--- src/rtl/irqc_pkg.sv ---
package irqc_pkg;

    localparam int PERIPH_LINES = 64;
    localparam int LOCAL_LINES  = 8;
    localparam int WORD_W       = 32;
    localparam int ADDR_W       = 8;
    localparam int SEL_W        = 7;
    localparam int MIRROR_COUNT = 11;
    localparam int MIRROR_BASE  = 10;

    typedef enum logic [3:0] {
        REG_SUMMARY,
        REG_PEND_LO,
        REG_PEND_HI,
        REG_FAST_CTL,
        REG_SET_LO,
        REG_SET_HI,
        REG_SET_LOC,
        REG_CLR_LO,
        REG_CLR_HI,
        REG_CLR_LOC,
        REG_NONE
    } reg_sel_e;

    // Offset decode shared by the read mux and the write path.
    function automatic reg_sel_e decode_offset(input logic [ADDR_W-1:0] off);
        case (off)
            ADDR_W'(8'h00): return REG_SUMMARY;
            ADDR_W'(8'h04): return REG_PEND_LO;
            ADDR_W'(8'h08): return REG_PEND_HI;
            ADDR_W'(8'h0C): return REG_FAST_CTL;
            ADDR_W'(8'h10): return REG_SET_LO;
            ADDR_W'(8'h14): return REG_SET_HI;
            ADDR_W'(8'h18): return REG_SET_LOC;
            ADDR_W'(8'h1C): return REG_CLR_LO;
            ADDR_W'(8'h20): return REG_CLR_HI;
            ADDR_W'(8'h24): return REG_CLR_LOC;
            default:        return REG_NONE;
        endcase
    endfunction

    // Peripheral line copied into summary bit MIRROR_BASE + idx.
    function automatic int mirror_line(input int idx);
        case (idx)
            0:       return 7;
            1:       return 9;
            2:       return 10;
            3:       return 18;
            4:       return 19;
            5:       return 53;
            6:       return 54;
            7:       return 55;
            8:       return 56;
            9:       return 57;
            default: return 62;
        endcase
    endfunction

endpackage

--- src/rtl/irqc_mask_regs.sv ---
module irqc_mask_regs
    import irqc_pkg::*;
#(
    parameter int PL = PERIPH_LINES,
    parameter int LL = LOCAL_LINES,
    parameter int WW = WORD_W,
    parameter int SW = SEL_W
) (
    input  logic          clk,
    input  logic          rst_n,
    input  reg_sel_e      wr_sel,
    input  logic [WW-1:0] wr_data,
    output logic [PL-1:0] pmask_o,
    output logic [LL-1:0] lmask_o,
    output logic          fast_en_o,
    output logic [SW-1:0] fast_sel_o
);

    typedef struct packed {
        logic [PL-1:0] pmask;
        logic [LL-1:0] lmask;
        logic          fen;
        logic [SW-1:0] fsel;
    } regs_t;

    regs_t st_d, st_q;

    always_comb begin
        st_d = st_q;
        unique case (wr_sel)
            REG_SET_LO:   st_d.pmask[0 +: WW]  = st_q.pmask[0 +: WW]  | wr_data;
            REG_SET_HI:   st_d.pmask[WW +: WW] = st_q.pmask[WW +: WW] | wr_data;
            REG_SET_LOC:  st_d.lmask = st_q.lmask | wr_data[LL-1:0];
            REG_CLR_LO:   st_d.pmask[0 +: WW]  = st_q.pmask[0 +: WW]  & ~wr_data;
            REG_CLR_HI:   st_d.pmask[WW +: WW] = st_q.pmask[WW +: WW] & ~wr_data;
            REG_CLR_LOC:  st_d.lmask = st_q.lmask & ~wr_data[LL-1:0];
            REG_FAST_CTL: begin
                st_d.fsel = wr_data[SW-1:0];
                st_d.fen  = wr_data[SW];
            end
            default: ;
        endcase
    end

    always_ff @(posedge clk or negedge rst_n) begin
        if (!rst_n) begin
            st_q <= '0;
        end else begin
            st_q <= st_d;
        end
    end

    assign pmask_o    = st_q.pmask;
    assign lmask_o    = st_q.lmask;
    assign fast_en_o  = st_q.fen;
    assign fast_sel_o = st_q.fsel;

endmodule

--- src/rtl/irqc_pending.sv ---
module irqc_pending
    import irqc_pkg::*;
#(
    parameter int PL = PERIPH_LINES,
    parameter int LL = LOCAL_LINES,
    parameter int WW = WORD_W
) (
    input  logic [PL-1:0] periph_i,
    input  logic [LL-1:0] local_i,
    input  logic [PL-1:0] pmask_i,
    input  logic [LL-1:0] lmask_i,
    output logic [PL-1:0] pend_p_o,
    output logic [LL-1:0] pend_l_o,
    output logic [WW-1:0] summary_o,
    output logic          any_o
);

    localparam int BANKS = PL / WW;

    logic [BANKS-1:0] bank_hit;

    assign pend_p_o = periph_i & pmask_i;
    assign pend_l_o = local_i & lmask_i;

    for (genvar b = 0; b < BANKS; b++) begin : g_bank
        assign bank_hit[b] = |pend_p_o[b*WW +: WW];
    end

    always_comb begin
        summary_o = '0;
        summary_o[LL-1:0] = pend_l_o;
        for (int b = 0; b < BANKS; b++) begin
            summary_o[LL + b] = bank_hit[b];
        end
        for (int i = 0; i < MIRROR_COUNT; i++) begin
            summary_o[MIRROR_BASE + i] = pend_p_o[mirror_line(i)];
        end
    end

    assign any_o = (|bank_hit) | (|pend_l_o);

endmodule

--- src/rtl/irqc_fast_pick.sv ---
module irqc_fast_pick
    import irqc_pkg::*;
#(
    parameter int PL = PERIPH_LINES,
    parameter int LL = LOCAL_LINES,
    parameter int SW = SEL_W
) (
    input  logic [PL-1:0] periph_i,
    input  logic [LL-1:0] local_i,
    input  logic          en_i,
    input  logic [SW-1:0] sel_i,
    output logic          pick_o
);

    localparam int PIDX_W = $clog2(PL);
    localparam int LIDX_W = $clog2(LL);

    always_comb begin
        pick_o = 1'b0;
        if (en_i) begin
            if (sel_i < SW'(PL)) begin
                pick_o = periph_i[sel_i[PIDX_W-1:0]];
            end else if (sel_i < SW'(PL + LL)) begin
                pick_o = local_i[LIDX_W'(sel_i - SW'(PL))];
            end
        end
    end

endmodule

--- src/rtl/irqc_out_stage.sv ---
module irqc_out_stage (
    input  logic clk,
    input  logic rst_n,
    input  logic any_i,
    input  logic pick_i,
    output logic irq_o,
    output logic fiq_o
);

    typedef struct packed {
        logic irq;
        logic fiq;
    } outs_t;

    outs_t out_d, out_q;

    always_comb begin
        out_d.irq = any_i;
        out_d.fiq = pick_i;
    end

    always_ff @(posedge clk or negedge rst_n) begin
        if (!rst_n) begin
            out_q <= '0;
        end else begin
            out_q <= out_d;
        end
    end

    assign irq_o = out_q.irq;
    assign fiq_o = out_q.fiq;

endmodule

--- src/rtl/irq_fanin_ctrl.sv ---
module irq_fanin_ctrl
    import irqc_pkg::*;
#(
    parameter int PL = PERIPH_LINES,
    parameter int LL = LOCAL_LINES,
    parameter int WW = WORD_W,
    parameter int AW = ADDR_W,
    parameter int SW = SEL_W
) (
    input  logic          clk,
    input  logic          rst_n,
    input  logic [AW-1:0] bus_addr,
    input  logic          bus_wr,
    input  logic [WW-1:0] bus_wdata,
    output logic [WW-1:0] bus_rdata,
    input  logic [PL-1:0] periph_i,
    input  logic [LL-1:0] local_i,
    output logic          irq_o,
    output logic          fiq_o
);

    reg_sel_e      rd_sel;
    reg_sel_e      wr_sel;
    logic [PL-1:0] pmask_w;
    logic [LL-1:0] lmask_w;
    logic          fast_en_w;
    logic [SW-1:0] fast_sel_w;
    logic [PL-1:0] pend_p_w;
    logic [LL-1:0] pend_l_w;
    logic [WW-1:0] summary_w;
    logic          any_w;
    logic          pick_w;

    assign rd_sel = decode_offset(bus_addr);
    assign wr_sel = bus_wr ? rd_sel : REG_NONE;

    irqc_mask_regs #(.PL(PL), .LL(LL), .WW(WW), .SW(SW)) u_regs (
        .clk        (clk),
        .rst_n      (rst_n),
        .wr_sel     (wr_sel),
        .wr_data    (bus_wdata),
        .pmask_o    (pmask_w),
        .lmask_o    (lmask_w),
        .fast_en_o  (fast_en_w),
        .fast_sel_o (fast_sel_w)
    );

    irqc_pending #(.PL(PL), .LL(LL), .WW(WW)) u_pend (
        .periph_i  (periph_i),
        .local_i   (local_i),
        .pmask_i   (pmask_w),
        .lmask_i   (lmask_w),
        .pend_p_o  (pend_p_w),
        .pend_l_o  (pend_l_w),
        .summary_o (summary_w),
        .any_o     (any_w)
    );

    irqc_fast_pick #(.PL(PL), .LL(LL), .SW(SW)) u_fast (
        .periph_i (periph_i),
        .local_i  (local_i),
        .en_i     (fast_en_w),
        .sel_i    (fast_sel_w),
        .pick_o   (pick_w)
    );

    irqc_out_stage u_out (
        .clk    (clk),
        .rst_n  (rst_n),
        .any_i  (any_w),
        .pick_i (pick_w),
        .irq_o  (irq_o),
        .fiq_o  (fiq_o)
    );

    // Read mux: local values widen to a word, clear views are full inversions.
    always_comb begin
        unique case (rd_sel)
            REG_SUMMARY:  bus_rdata = summary_w;
            REG_PEND_LO:  bus_rdata = pend_p_w[0 +: WW];
            REG_PEND_HI:  bus_rdata = pend_p_w[WW +: WW];
            REG_FAST_CTL: bus_rdata = WW'({fast_en_w, fast_sel_w});
            REG_SET_LO:   bus_rdata = pmask_w[0 +: WW];
            REG_SET_HI:   bus_rdata = pmask_w[WW +: WW];
            REG_SET_LOC:  bus_rdata = WW'(lmask_w);
            REG_CLR_LO:   bus_rdata = ~pmask_w[0 +: WW];
            REG_CLR_HI:   bus_rdata = ~pmask_w[WW +: WW];
            REG_CLR_LOC:  bus_rdata = ~(WW'(lmask_w));
            default:      bus_rdata = '0;
        endcase
    end

endmodule

--- config.mk ---
export PLATFORM = sky130hd
export DESIGN_NAME = irq_fanin_ctrl
export DESIGN_NICKNAME = d
export VERILOG_FILES = /design/src/rtl/irqc_pkg.sv /design/src/rtl/irqc_mask_regs.sv /design/src/rtl/irqc_pending.sv /design/src/rtl/irqc_fast_pick.sv /design/src/rtl/irqc_out_stage.sv /design/src/rtl/irq_fanin_ctrl.sv
export SDC_FILE = /design/constraint.sdc
export NUM_CORES = 1
export LEC_CHECK = 0
export BUFFER_PORTS_ARGS = -buffer_cell sky130_fd_sc_hd__buf_4
export CAP_MARGIN = 20
export CORE_MARGIN = 1.5
export CORE_UTILIZATION = 59
export DETAILED_ROUTE_END_ITERATION = 7
export PLACE_DENSITY = 0.87
export SLEW_MARGIN = 10
export SYNTH_ARGS = -nofsm -noshare
export SYNTH_HDL_FRONTEND = slang
export SYNTH_SLANG_ARGS = --single-unit
--- constraint.sdc ---
create_clock -name clk -period 6.6 [get_ports clk]
set_input_delay 1.32 -clock clk [delete_from_list [all_inputs] [get_ports clk]]
set_output_delay 1.32 -clock clk [all_outputs]
set_load 0.01 [all_outputs]
==> flow_metrics.py <==
metrics = {
    "clocking": {
        "clock_latency_ns": 0.40,
        "cts_root_buf": "clkbuf_8",
        "cts.sinks": 82,
        "clockBufferDepth": 2,
        "cts-htree-levels": 3,
        "cts_buffers": 9,
        "cts_resized": 0,
        "clk_pin_slew_ns": 0.08,
        "cts_tree": "done",
        "cts_setup_buffers": 0,
        "holdBufCountCts": 0,
    },
    "timing": {
        "fin_ws_ns": 1.11,
        "fin_skew_ns": 0.00829,
        "finalHoldViolCount": 0,
        "setup_violations": 0,
        "slew_violations": 0,
        "worst_hold_slack_ns": 0.568,
        "grt_setup_unrepaired": "false",
        "finalSetupTns_ns": 0,
        "final.period_utilization_pct": 83.2,
        "fmax_ghz": 0.182,
        "worst_pin_slew_ns": 0.970,
        "relSlewSlack_pct": 35.1,
        "period_minus_slack_ns": 5.49,
    },
    "drt": {
        "vias": 6840,
        "wl_met1_um": 8450,
        "drtPass1Iterations": 6,
        "vias_per_cell": 7.22,
        "antenna_left": 0,
        "route.detailed.drc": 0,
        "dr_wl_met3_um": 3290,
        "dr_wl_met2_um": 10400,
        "wirelength_um": 23500,
        "highest_layer": "met4",
        "drt-initial-drc-count": 953,
        "wl_per_cell_um": 24.8,
    },
    "setup_path": {
        "worstPathArrival_ns": 4.17,
        "cp_max_fo": 18,
        "regToRegEndpoint": "u_out.fiq_o",
        "required_ns": 5.28,
        "crit_start": "bus_addr[7]",
        "r2r_slack_ns": 4.22,
        "criticalPathCategory": "in2out",
        "cp-endpoint": "bus_rdata[1]",
        "r2r-start": "u_regs.fast_sel_o[3]",
        "startpoint_type": "input pin",
        "critPathCaptureType": "output port",
        "worst-r2r-cell-count": 4,
    },
    "placed_design": {
        "portBuffers": 148,
        "preCtsSetupSlack_ns": 1.18,
        "place_hpwl_um": 17000,
        "placed_cell_area_um2": 7040,
        "gp_congestion": 0.999,
    },
    "global_routing": {
        "grt_pass1_vias": 6338,
        "grt_max_degree": 51,
        "grt_pass1_wl_um": 35500,
        "overflow": 0,
        "antenna_found_initial": 0,
        "gr-usage-all-layers_pct": 45.6,
    },
    "synth": {
        "ys_seq_area_share_pct": 34.7,
        "ys_ff_latch": 82,
        "async_flop_share_pct": 100,
        "ys_warn_count": 0,
        "synth_edf_count": 0,
        "synth_nets": 808,
        "synth_area_leaders": "dfrtp_1, a21oi_1, mux4_2",
        "synth_flop_cell": "dfrtp_1",
        "yosysTopAreaCellShare_pct": 34.7,
        "synth_cell_types": 55,
        "yosysTopAreaCell": "dfrtp_1",
        "avgSynthCellArea_um2": 8.54,
        "synthCells": 693,
        "syn-cell-area_um2": 5920,
    },
    "power_and_ir_drop": {
        "peakVddDrop_mv": 0.186,
        "p_leak_nw": 3.26,
        "p_per_area_nw_per_um2": 182,
    },
    "layout": {
        "final_nets": 924,
        "final_cell_mix": "a21oi_1, buf_4, dfrtp_1",
        "layout_commonest_cell": "a21oi_1",
        "design_area_um2": 7260,
        "area_growth_pct": 22.7,
        "drive_above_1_share_pct": 26.7,
        "diodes": 0,
        "final_util_pct": 74.7,
    },
    "die": {
        "die_y_um": 103,
        "ios": 149,
        "die_width_um": 103,
        "num_rows": 36,
        "start_util_pct": 60.8,
        "coreArea_um2": 9730,
        "die_area_um2": 10600,
    },
    "min_path": {
        "min_path_type": "reg2reg",
    },
    "outcome": {
        "status": "finished, final reports clean",
    },
    "flow_run": {
        "maxCapViolations": 0,
    },
}
through the flow:
| step | total power [mW] | std cells |
|---|---|---|
| floorplan | 0.723 | 693 |
| global placement | 0.882 | 931 |
| detailed placement | 0.890 | 931 |
| CTS | 1.31 | 947 |
| global route | 1.37 | 947 |
| finish | 1.32 | 947 |
Yosys cell counts, drive strengths merged, types with 3 or more instances:
master   count
dfrtp       82
o221ai       6
and2         7
a221o        7
nand4        9
nor4         3
o2111ai      3
mux4        18
a21o        13
clkbuf      26
and3         5
nor3         8
nor2        51
o22ai        8
a221oi       8
o21ai        7
nand3       11
buf         30
mux2i       16
inv         13
or3         14
a21oi      197
mux2        13
a22oi       13
nand2b       7
a31oi       38
a22o         8
nand2       37
nand3b       4
o211ai       5
a211oi       4
power by group:
| group | switching (mW) | internal (mW) |
|---|---|---|
| Sequential | 0.0488 | 0.535 |
| Combinational | 0.163 | 0.147 |
| Clock | 0.203 | 0.226 |
| Total | 0.415 | 0.908 |
critical path, stage by stage:
cell     delay [ns]
buf_4          0.11
or4_4          0.57
or3b_1         0.60
nor3_4         0.70
buf_4          0.33
a21oi_1        0.06
o32ai_1        0.16
or3_1          0.19
buf_4          0.12
worst min-delay path by stage:
stage	startpoint	to	slack, ns	cells past startpoint
floorplan	u_regs.fast_sel_o[4]	u_regs.fast_sel_o[4]	0.50	1
global placement	u_regs.fast_sel_o[4]	u_regs.fast_sel_o[4]	0.55	1
detailed placement	u_regs.fast_sel_o[4]	u_regs.fast_sel_o[4]	0.55	1
CTS	u_regs.fast_sel_o[4]	u_regs.fast_sel_o[4]	0.57	1
global route	u_regs.fast_sel_o[4]	u_regs.fast_sel_o[4]	0.60	1
finish	u_regs.fast_sel_o[4]	u_regs.fast_sel_o[4]	0.57	1
cell families after synthesis:
logic type / after synthesis / synth area share (%)
AND/OR/NAND/NOR: 166 / 14.4
buffers and inverters: 69 / 5.48
AO/OA/AOI/OAI: 329 / 33.4
flip-flops: 82 / 34.7
multiplexers: 47 / 12.0
area by class of cell:
| type | instances | area, um^2 |
|---|---|---|
| clock buffer | 11 | 141 |
| clock inverter | 5 | 85.1 |
| fill | 738 | 2460 |
| inverter | 13 | 48.8 |
| multi-input combinational | 542 | 3560 |
| sequential | 82 | 2050 |
| tap | 133 | 166 |
| timing repair buffer | 161 | 1210 |
layer usage:
| metal | vias to the layer above | track usage [%] |
|---|---|---|
| met5 | - | 0 |
| met4 | 0 | 23.6 |
| met3 | 126 | 12.9 |
| met2 | 643 | 69.1 |
| met1 | 3166 | 59.8 |
| li1 | 2905 | - |
Power figures use the tool's default switching activity.
